File: config.mk
export PLATFORM = sky130hd
export DESIGN_NAME = stk_seq
export DESIGN_NICKNAME = d
export VERILOG_FILES = /design/src/rtl/stk_seq_pkg.sv /design/src/rtl/stk_seq_rst_sync.sv /design/src/rtl/stk_seq_ctrl.sv /design/src/rtl/stk_seq_agen.sv /design/src/rtl/stk_seq.sv
export SDC_FILE = /design/constraint.sdc
export NUM_CORES = 1
export LEC_CHECK = 0
export ABC_CLOCK_PERIOD_IN_PS = 7900
export BUFFER_PORTS_ARGS = -buffer_cell sky130_fd_sc_hd__buf_2
export CAP_MARGIN = 5
export CORE_ASPECT_RATIO = 0.5
export CORE_MARGIN = 2
export CORE_UTILIZATION = 55
export CTS_CLUSTER_SIZE = 14
export DETAILED_ROUTE_END_ITERATION = 8
export PLACE_DENSITY = 0.82
export SLEW_MARGIN = 5
export SYNTH_ARGS = -nofsm -noshare
export SYNTH_HDL_FRONTEND = slang
export SYNTH_HIERARCHICAL = 1
export SYNTH_SLANG_ARGS = --single-unit
File: constraint.sdc
create_clock -name clk -period 7.9 [get_ports clk]
set_input_delay 1.185 -clock clk [delete_from_list [all_inputs] [get_ports clk]]
set_output_delay 1.185 -clock clk [all_outputs]
set_load 0.02 [all_outputs]
File: src/rtl/stk_seq_pkg.sv
package stk_seq_pkg;

  localparam int unsigned SP_W   = 16;
  localparam int unsigned STAT_W = 8;

  localparam logic [SP_W-1:0] VEC_BRK   = 16'hFFE0;
  localparam logic [SP_W-1:0] VEC_WAIT  = 16'hFFA0;
  localparam logic [SP_W-1:0] VEC_BOOT0 = 16'hFFC0;
  localparam logic [SP_W-1:0] VEC_BOOTN = 16'hFF50;

  typedef enum logic [2:0] {
    OP_CALL  = 3'd0,
    OP_RTS   = 3'd1,
    OP_BRK   = 3'd2,
    OP_WAI   = 3'd3,
    OP_RTI   = 3'd4,
    OP_RESET = 3'd5
  } op_e;

  typedef enum logic [2:0] {
    PH_IDLE,
    PH_PUSH_PC,
    PH_PUSH_ST,
    PH_POP_ST,
    PH_POP_PC,
    PH_FIN
  } phase_e;

  function automatic logic op_is_irq(input op_e o);
    return (o == OP_BRK) || (o == OP_WAI);
  endfunction

  function automatic logic op_reads_vec(input op_e o);
    return (o == OP_BRK) || (o == OP_WAI) || (o == OP_RESET);
  endfunction

endpackage

File: src/rtl/stk_seq_rst_sync.sv
module stk_seq_rst_sync (
  input  logic clk,
  input  logic rst_n,
  output logic rst_sync_n
);

  logic [1:0] sync_q;

  always_ff @(posedge clk or negedge rst_n) begin
    if (!rst_n) begin
      sync_q <= 2'b00;
    end else begin
      sync_q <= {sync_q[0], 1'b1};
    end
  end

  assign rst_sync_n = sync_q[1];

endmodule

File: src/rtl/stk_seq_ctrl.sv
module stk_seq_ctrl
  import stk_seq_pkg::*;
#(
  parameter int unsigned WORD_BYTES = 8,
  parameter int unsigned CNT_W      = 3
) (
  input  logic             clk,
  input  logic             rst_n,
  input  logic             cmd_valid,
  input  logic [2:0]       cmd_op,
  output phase_e           phase,
  output op_e              op,
  output logic [CNT_W-1:0] cnt,
  output logic             accept,
  output logic             commit,
  output logic             done
);

  localparam logic [CNT_W-1:0] CNT_LAST = CNT_W'(WORD_BYTES - 1);

  phase_e           ph_q, ph_d;
  op_e              op_q;
  logic [CNT_W-1:0] cnt_q, cnt_d;
  logic             cnt_en;
  logic             op_ok;
  logic             at_last;

  assign op_ok   = (cmd_op <= 3'(OP_RESET));
  assign accept  = (ph_q == PH_IDLE) && cmd_valid && op_ok;
  assign at_last = (cnt_q == CNT_LAST);

  always_comb begin
    ph_d   = ph_q;
    cnt_d  = cnt_q;
    cnt_en = 1'b0;
    commit = 1'b0;
    unique case (ph_q)
      PH_IDLE: begin
        if (accept) begin
          cnt_d  = '0;
          cnt_en = 1'b1;
          case (op_e'(cmd_op))
            OP_CALL, OP_BRK, OP_WAI: ph_d = PH_PUSH_PC;
            OP_RTI:                  ph_d = PH_POP_ST;
            default:                 ph_d = PH_POP_PC;
          endcase
        end
      end
      PH_PUSH_PC: begin
        cnt_en = 1'b1;
        if (at_last) begin
          cnt_d = '0;
          if (op_q == OP_CALL) begin
            ph_d   = PH_FIN;
            commit = 1'b1;
          end else begin
            ph_d = PH_PUSH_ST;
          end
        end else begin
          cnt_d = cnt_q + 1'b1;
        end
      end
      PH_PUSH_ST: ph_d = PH_POP_PC;
      PH_POP_ST:  ph_d = PH_POP_PC;
      PH_POP_PC: begin
        cnt_en = 1'b1;
        if (at_last) begin
          cnt_d  = '0;
          ph_d   = PH_FIN;
          commit = 1'b1;
        end else begin
          cnt_d = cnt_q + 1'b1;
        end
      end
      PH_FIN:  ph_d = PH_IDLE;
      default: ph_d = PH_IDLE;
    endcase
  end

  always_ff @(posedge clk or negedge rst_n) begin
    if (!rst_n) begin
      ph_q  <= PH_IDLE;
      op_q  <= OP_CALL;
      cnt_q <= '0;
    end else begin
      ph_q <= ph_d;
      if (accept) op_q  <= op_e'(cmd_op);
      if (cnt_en) cnt_q <= cnt_d;
    end
  end

  assign phase = ph_q;
  assign op    = op_q;
  assign cnt   = cnt_q;
  assign done  = (ph_q == PH_FIN);

endmodule

File: src/rtl/stk_seq_agen.sv
module stk_seq_agen
  import stk_seq_pkg::*;
#(
  parameter int unsigned MEM_AW     = 24,
  parameter int unsigned WORD_BYTES = 8,
  parameter int unsigned CNT_W      = 3,
  parameter int unsigned THREAD_IDX = 0
) (
  input  logic [MEM_AW-SP_W-1:0] bank,
  input  logic [SP_W-1:0]        sp,
  input  phase_e                 phase,
  input  op_e                    op,
  input  logic [CNT_W-1:0]       cnt,
  output logic [MEM_AW-1:0]      addr
);

  localparam int unsigned     BANK_W   = MEM_AW - SP_W;
  localparam logic [SP_W-1:0] BOOT_VEC = (THREAD_IDX == 0) ? VEC_BOOT0
                                       : VEC_BOOTN + SP_W'(8 * (THREAD_IDX - 1));

  logic [SP_W-1:0] cnt_x;
  logic [SP_W-1:0] offs;
  logic [SP_W-1:0] vec_base;
  logic            use_vec;

  assign cnt_x = SP_W'(cnt);

  always_comb begin
    case (op)
      OP_BRK:  vec_base = VEC_BRK;
      OP_WAI:  vec_base = VEC_WAIT;
      default: vec_base = BOOT_VEC;
    endcase
  end

  always_comb begin
    use_vec = 1'b0;
    offs    = sp;
    case (phase)
      PH_PUSH_PC: offs = sp - cnt_x;
      PH_PUSH_ST: offs = sp - SP_W'(WORD_BYTES);
      PH_POP_ST:  offs = sp + 16'd1;
      PH_POP_PC: begin
        if (op_reads_vec(op)) begin
          use_vec = 1'b1;
          offs    = vec_base + cnt_x;
        end else if (op == OP_RTI) begin
          offs = sp + 16'd2 + cnt_x;
        end else begin
          offs = sp + 16'd1 + cnt_x;
        end
      end
      default: offs = sp;
    endcase
  end

  assign addr = use_vec ? {{BANK_W{1'b0}}, offs} : {bank, offs};

endmodule

File: src/rtl/stk_seq.sv
module stk_seq
  import stk_seq_pkg::*;
#(
  parameter int unsigned PC_W       = 64,
  parameter int unsigned MEM_AW     = 24,
  parameter int unsigned THREAD_IDX = 0,
  parameter int unsigned IDIS_BIT   = 2
) (
  input  logic              clk,
  input  logic              rst_n,
  input  logic              cmd_valid,
  input  logic [2:0]        cmd_op,
  input  logic [PC_W-1:0]   cmd_target,
  input  logic [PC_W-1:0]   cur_pc,
  input  logic [7:0]        cur_status,
  output logic              mem_en,
  output logic              mem_we,
  output logic [MEM_AW-1:0] mem_addr,
  output logic [7:0]        mem_wdata,
  input  logic [7:0]        mem_rdata,
  output logic              done,
  output logic [PC_W-1:0]   new_pc,
  output logic [15:0]       new_sp,
  output logic [7:0]        new_status
);

  localparam int unsigned WORD_BYTES = PC_W / 8;
  localparam int unsigned CNT_W      = $clog2(WORD_BYTES);
  localparam int unsigned BANK_W     = MEM_AW - SP_W;
  localparam logic [BANK_W-1:0] BANK = BANK_W'(THREAD_IDX + 1);
  localparam logic [STAT_W-1:0] IDIS_MASK = STAT_W'(1) << IDIS_BIT;
  localparam logic [SP_W-1:0]   SP_INIT   = '1;

  logic             rst_sync_n;
  phase_e           phase;
  op_e              op;
  logic [CNT_W-1:0] cnt;
  logic             accept;
  logic             commit;

  logic [PC_W-1:0]   sr_q, sr_d, tgt_q, pc_q, pc_d;
  logic              sr_en;
  logic [STAT_W-1:0] st_q, st_d, stat_q, stat_d;
  logic              st_en;
  logic [SP_W-1:0]   sp_q, sp_d;

  stk_seq_rst_sync u_rst (
    .clk        (clk),
    .rst_n      (rst_n),
    .rst_sync_n (rst_sync_n)
  );

  stk_seq_ctrl #(
    .WORD_BYTES (WORD_BYTES),
    .CNT_W      (CNT_W)
  ) u_ctrl (
    .clk       (clk),
    .rst_n     (rst_sync_n),
    .cmd_valid (cmd_valid),
    .cmd_op    (cmd_op),
    .phase     (phase),
    .op        (op),
    .cnt       (cnt),
    .accept    (accept),
    .commit    (commit),
    .done      (done)
  );

  stk_seq_agen #(
    .MEM_AW     (MEM_AW),
    .WORD_BYTES (WORD_BYTES),
    .CNT_W      (CNT_W),
    .THREAD_IDX (THREAD_IDX)
  ) u_agen (
    .bank  (BANK),
    .sp    (sp_q),
    .phase (phase),
    .op    (op),
    .cnt   (cnt),
    .addr  (mem_addr)
  );

  assign mem_we    = (phase == PH_PUSH_PC) || (phase == PH_PUSH_ST);
  assign mem_en    = mem_we || (phase == PH_POP_ST) || (phase == PH_POP_PC);
  assign mem_wdata = (phase == PH_PUSH_ST) ? st_q : sr_q[PC_W-1 -: 8];

  // Byte shift register: shifts out toward the top on push, fills from the top on pop.
  always_comb begin
    sr_d  = sr_q;
    sr_en = 1'b0;
    if (accept) begin
      sr_d  = cur_pc;
      sr_en = 1'b1;
    end else if (phase == PH_PUSH_PC) begin
      sr_d  = sr_q << 8;
      sr_en = 1'b1;
    end else if (phase == PH_POP_PC) begin
      sr_d  = {mem_rdata, sr_q[PC_W-1:8]};
      sr_en = 1'b1;
    end
  end

  always_comb begin
    st_d  = st_q;
    st_en = 1'b0;
    if (accept) begin
      st_d  = cur_status;
      st_en = 1'b1;
    end else if (phase == PH_POP_ST) begin
      st_d  = mem_rdata;
      st_en = 1'b1;
    end
  end

  always_comb begin
    pc_d   = (op == OP_CALL) ? tgt_q : {mem_rdata, sr_q[PC_W-1:8]};
    stat_d = op_is_irq(op) ? (st_q | IDIS_MASK) : st_q;
    case (op)
      OP_CALL:        sp_d = sp_q - SP_W'(WORD_BYTES);
      OP_BRK, OP_WAI: sp_d = sp_q - SP_W'(WORD_BYTES + 1);
      OP_RTS:         sp_d = sp_q + SP_W'(WORD_BYTES);
      OP_RTI:         sp_d = sp_q + SP_W'(WORD_BYTES + 1);
      default:        sp_d = SP_INIT;
    endcase
  end

  always_ff @(posedge clk or negedge rst_sync_n) begin
    if (!rst_sync_n) begin
      sr_q   <= '0;
      tgt_q  <= '0;
      st_q   <= '0;
      pc_q   <= '0;
      sp_q   <= SP_INIT;
      stat_q <= '0;
    end else begin
      if (sr_en)  sr_q  <= sr_d;
      if (accept) tgt_q <= cmd_target;
      if (st_en)  st_q  <= st_d;
      if (commit) begin
        pc_q   <= pc_d;
        sp_q   <= sp_d;
        stat_q <= stat_d;
      end
    end
  end

  assign new_pc     = pc_q;
  assign new_sp     = sp_q;
  assign new_status = stat_q;

endmodule

Yosys cells after proc, flatten, opt, wreduce, memory -nomap -nowiden
Cells that the tools add are included.
{"block": "word_totals", "ff_bits": 235, "inputBits": 150, "wordCells": 96}
{"block": "classes", "addsub": 11, "n_lt_le_gt_ge": 1, "n_eq_ne": 17, "mux": 36, "reduce_logical": 21}
{"operator": "64-bit two-way mux", "n": 4}
{"operator": "16-bit one-hot mux with 4 select lines", "n": 2}
{"operator": "16-bit by 3-bit adder with 16-bit output", "n": 2}
{"operator": "16-bit by 4-bit adder with 16-bit output (second input constant)", "n": 2}
{"operator": "16-bit two-way mux", "n": 2}
{"operator": "16-bit by 4-bit subtractor with 16-bit output (second input constant)", "n": 2}
{"operator": "8-bit two-way mux", "n": 3}
{"operator": "3-bit two-way mux", "n": 7}
{"operator": "3-bit by 2-bit == test with 1-bit output (second input constant)", "n": 6}
{"operator": "3-bit == test (second input constant)", "n": 6}
{"operator": "17-bit two-way mux", "n": 1}
{"operator": "16-bit by 1-bit adder with 16-bit output (second input constant)", "n": 1}
{"operator": "16-bit by 2-bit adder with 16-bit output (second input constant)", "n": 1}
{"operator": "16-bit by 3-bit subtractor with 16-bit output", "n": 1}
{"operator": "7-bit one-hot mux with 2 select lines", "n": 1}
{"operator": "3-bit one-hot mux with 2 select lines", "n": 2}
{"operator": "3-bit one-hot mux with 4 select lines", "n": 1}
{"operator": "1-bit two-way mux", "n": 11}
{"operator": "8-bit by 4-bit adder with 9-bit output", "n": 1}
{"operator": "3-bit zero test", "n": 3}
{"operator": "3-bit by 1-bit == test with 1-bit output (second input constant)", "n": 2}
{"operator": "3-bit AND reduction", "n": 2}
{"operator": "2-bit OR reduction", "n": 3}
{"operator": "1-bit logical OR", "n": 5}
{"operator": "10 further kinds", "n": 15}

Depth between registers and ports, before layout
{"block": "logic_depth", "depth_word": 6, "ltp_mapped": 12, "mapped_depth_nobuf": 12}

Hierarchy
The synthesis kept the hierarchy.
{"module": "stk_seq", "instances": 1, "cells_each": 1169, "area_per_inst_um2": 11806.3, "seq_area_each_um2": 5625.4}
{"module": "stk_seq_agen", "instances": 1, "cells_each": 419, "area_per_inst_um2": 2652.5, "seq_area_each_um2": 0.0}
{"module": "stk_seq_ctrl", "instances": 1, "cells_each": 55, "area_per_inst_um2": 578.1, "seq_area_each_um2": 225.2}
{"module": "stk_seq_rst_sync", "instances": 1, "cells_each": 3, "area_per_inst_um2": 53.8, "seq_area_each_um2": 50.0}

Worst setup path after synthesis
OpenSTA, ideal clock, no wires.
{"block": "synth_timing", "path_type": "reg-to-output", "from": "register sp_q[0] (netlist: new_sp[0])", "to": "output mem_addr[12]", "t_arrival_ps": 3236, "required_time_ps": 6715, "path_slack_ps": 3479, "path_stages_with_launch": 10, "n_path_buf": 1, "cell_sequence": "dfstp_2 > ha_1 > xor2_1 > ha_1 > a21oi_1 > or3_1 > buf_2 > or4_1 > and3_1 > nor4_2"}
{"block": "synth_via", "elab_chain_len": 6, "elab_cells_between_ends": 10, "cone_classes": "add/sub (6); mux (4)"}
{"element": "start: declaration", "line": "stk_seq.sv:45", "source": "logic [SP_W-1:0] sp_q, sp_d;"}
{"element": "start signal: assignment", "line": "stk_seq.sv:141", "source": "sp_q <= sp_d;"}
{"element": "16-bit by 1-bit adder with 16-bit output or 16-bit by 2-bit adder with 16-bit output (tied branches)", "line": "stk_seq_agen.sv:42, stk_seq_agen.sv:50, stk_seq_agen.sv:48"}
{"element": "16-bit by 3-bit adder with 16-bit output (on tied branches)", "line": "stk_seq_agen.sv:50, stk_seq_agen.sv:48"}
{"element": "16-bit two-way mux", "line": "stk_seq_agen.sv:47", "source": "end else if (op == OP_RTI) begin"}
{"element": "16-bit two-way mux", "line": "stk_seq_agen.sv:44", "source": "if (op_reads_vec(op)) begin"}
{"element": "16-bit one-hot mux with 4 select lines (*)", "line": "stk_seq_agen.sv:39", "source": "case (phase)"}
{"element": "17-bit two-way mux (*)", "line": "stk_seq_agen.sv:57", "source": "assign addr = use_vec ? {{BANK_W{1'b0}}, offs} : {bank, offs};"}
{"element": "end: declaration", "line": "stk_seq.sv:18", "source": "output logic [MEM_AW-1:0] mem_addr,"}
Mark *: on every way between the ends. The rest lies on a longest branch, timed or not.

Worst setup path in the final report
{"block": "layout_timing", "from": "register sp_q[2] (netlist: new_sp[2])", "to": "output mem_addr[6]"}
The elaborated chain is that of the path after synthesis.

==> flow_metrics.py <==
metrics = {
    "yosys": {
        "ys_ff_latch": 235,
        "mappedNetlistArea_um2": 15100,
        "yosysMostFrequentCell": "dfrtp_1",
        "ys.flop_type": "dfrtp_1",
        "syn_avg_cell_area_um2": 9.17,
        "netlist.area_leader.share_pct": 36.3,
        "synth.distinct_cells": 109,
        "yosys.area.top_type": "dfrtp_1",
        "synth_edf_count": 0,
        "synthCells": 1646,
        "synth.area.top_cells": "dfrtp_1 36%, mux2i_1 8.9%, a21oi_1 6.5%",
        "ys_warn_count": 6,
        "async_reset_ff_share_pct": 100,
        "ys_top_cells_by_count": "219 x dfrtp_1, 195 x a21oi_1, 194 x nor2_1, 134 x mux2i_1, 134 x nand2_1",
        "ys_seq_area_share_pct": 39.1,
    },
    "grt": {
        "antenna_found_initial": 22,
        "grt_pass1_vias": 12800,
        "overflow": 0,
        "grt_pass1_wl_um": 69900,
        "grt_max_degree": 129,
        "track_usage_pct": 30.6,
    },
    "worst_setup_path": {
        "ff2ff_path_depth": 9,
        "arrival_ns": 3.95,
        "regToRegSetupSlack_ns": 3.72,
        "cp-start-kind": "flip-flop",
        "cp-endpoint": "mem_addr[6]",
        "crit_fanout": 16,
        "end_kind": "primary output",
        "critPathLaunch": "new_sp[2]",
        "r2r-end": "new_sp[15]",
        "cp_data_required_time_ns": 6.71,
        "r2r-start": "u_ctrl/op[2]",
        "crit_type": "flip-flop to primary output",
    },
    "sta": {
        "worst_slew_margin_rel_pct": 26.5,
        "fin_tns_setup_ns": 0,
        "fin_skew_ns": 0.0138,
        "whs_ns": 0.310,
        "rsz0062_at_grt": "no",
        "period_minus_slack_ns": 5.14,
        "hold_viol_final": 0,
        "fin_crit_sh_pct": 65.0,
        "slew_viol_final": 0,
        "finalSetupViolations": 0,
        "fmaxAchievable_mhz": 195,
        "worst_pin_slew_ns": 1.10,
    },
    "routing": {
        "postRouteAntennaNets": 0,
        "wirelength_um": 45000,
        "vias_per_cell": 6.01,
        "wire_per_inst_um": 20.2,
        "drt_first_pass_iters": 6,
        "drt-initial-drc-count": 1188,
        "num_vias": 13400,
        "drc_errors": 0,
    },
    "clocking": {
        "cts_made_buffers": 24,
        "htree_levels": 1,
        "cts_tree": "built",
        "clk_latency_ns": 0.52,
        "path_clk_slew_ns": 0.06,
        "clock_sinks": 235,
        "cts_setup_buffers": 0,
        "hold_buffers": 0,
        "cts_resized": 0,
        "root_buffer": "clkbuf_16",
        "cts.path.max_buffers": 3,
    },
    "hold_path": {
        "worst_hold_path_type": "flip-flop to asynchronous set/reset pin",
    },
    "power": {
        "p_sw_mw": 3.86,
        "p_int_mw": 4.19,
        "leakagePower_nw": 7.47,
        "combPwrFrac_pct": 55.4,
        "power_density_nw_per_um2": 465,
        "p_sw_share_pct": 47.9,
        "clkPwrFrac_pct": 13.7,
        "p_seq_share_pct": 30.9,
        "irDropWorstVdd_uv": 205,
    },
    "cells_and_area": {
        "nNetsFinal": 2050,
        "n_fill_cell": 2260,
        "drive_gt1_share_pct": 25.5,
        "syn_to_final_growth_pct": 14.6,
    },
    "placement": {
        "dpl.hpwl_um": 31400,
        "gp_congestion": 0.927,
        "portBuffers": 265,
    },
    "job": {
        "drv_cap": 0,
    },
    "die": {
        "dieArea_um2": 28900,
        "row_count": 42,
        "core_um2": 26700,
        "die_w_um": 238,
        "io_pins": 273,
        "start_util_pct": 56.5,
        "die_h_um": 121,
    },
    "status": {
        "status": "completed",
    },
}
[worst min-delay path by stage]
stage | to | slack, ns | from | depth (start not counted)
finish | new_pc[42] | 0.31 | u_rst/sync_q[1] | 0
global route | tgt_q[47] | 0.36 | u_rst/sync_q[1] | 0
CTS | tgt_q[47] | 0.33 | u_rst/sync_q[1] | 0
detailed placement | tgt_q[37] | 0.33 | u_rst/sync_q[1] | 0
global placement | new_pc[40] | 0.33 | u_rst/sync_q[1] | 0
floorplan | u_rst/sync_q[1] | 0.33 | u_rst/sync_q[0] | 0
[metrics by stage]
stage | instance area, um2 | std cells | worst slack, ns | util, % | power [mW]
2_1_floorplan | 15100 | 1652 | 0.894 | - | 5.66
3_3_place_gp | 16500 | 2173 | 3.35 | 61.8 | 6.77
3_5_place_dp | 16500 | 2173 | 3.34 | 61.8 | 6.88
4_1_cts | 17300 | 2215 | 2.79 | 64.6 | 8.02
5_1_grt | 17300 | 2232 | 2.52 | 64.8 | 8.63
6_report | 17300 | 2232 | 2.76 | 64.8 | 8.05
[registers in the layout, summed over array words and instances (netlist names)]
| signal | cells |
|---|---|
| new_status | 8 |
| u_rst/sync_q | 2 |
| new_sp | 16 |
| u_ctrl/op | 3 |
| new_pc | 64 |
| u_ctrl/cnt | 3 |
| u_ctrl/phase | 3 |
| tgt_q | 64 |
| st_q | 8 |
| sr_q | 64 |
[kinds of logic after synthesis]
| family | Yosys count | share of synthesized area [%] |
|---|---|---|
| muxes | 218 | 15.2 |
| xor gates and xnor gates | 49 | 2.89 |
| buffers and inverters | 137 | 4.08 |
| other | 3 | 0.0746 |
| AOI/OAI and AO/OA | 449 | 17.9 |
| adders and majority gates | 54 | 4.71 |
| DFF | 235 | 39.1 |
| and+or+nand+nor | 501 | 16.0 |
[layer usage]
metal | routed length (um) | track usage, % | up-vias | part of all wire [%]
li1 | - | - | 6310 | -
met4 | 1940 | 15.6 | 6 | 4.3
met3 | 2520 | 4.00 | 119 | 5.6
met2 | 21800 | 51.3 | 465 | 49
met1 | 18700 | 39.4 | 6511 | 41
met5 | 41 | 0 | - | 0.091
[worst max-delay path, stage by stage, from the launching register on]
cell,delay (ns)
dfstp_2,0.76
ha_1,0.37
inv_1,0.12
ha_1,0.24
a21o_1,0.19
a21oi_1,0.51
or4_1,0.19
o21ai_0,0.07
a311o_1,0.34
a2111oi_0,0.41
nor3_1,0.08
buf_2,0.17
[area by class of cell]
type / count / area, um2 / share of cell area (%)
multi-input cells: 1280 / 8610 / 49.8
flip-flops and latches: 235 / 5900 / 34.1
well taps: 352 / 440 / 2.55
inverters: 26 / 105 / 0.608
clock buffers: 37 / 721 / 4.17
clock inverters: 5 / 31.3 / 0.181
diodes: 17 / 42.5 / 0.246
repair buffers: 280 / 1440 / 8.32
[placed cells by master (no fill, tap or decap), drive strengths merged, types with 17 or more instances in the layout]
cell,instances
nand3,28
ha,48
nor2b,18
nand2,135
xor2,18
nor2,196
mux2i,134
xnor2,31
o21ai,127
diode,17
dfrtp,219
buf,280
a21oi,200
nor3,23
inv,27
clkbuf,37
mux2,84
[power groups by stage]
| stage | sequential, mW | combinational (mW) | clock, mW |
|---|---|---|---|
| final | 2.49 | 4.46 | 1.10 |
| after CTS | 2.46 | 4.44 | 1.12 |
| after floorplan | 2.44 | 3.23 | 0 |
| after detailed placement | 2.47 | 4.41 | 0 |
| after global routing | 2.56 | 4.91 | 1.17 |
| after global placement | 2.45 | 4.32 | 0 |
(Power assumes the default switching activity.)
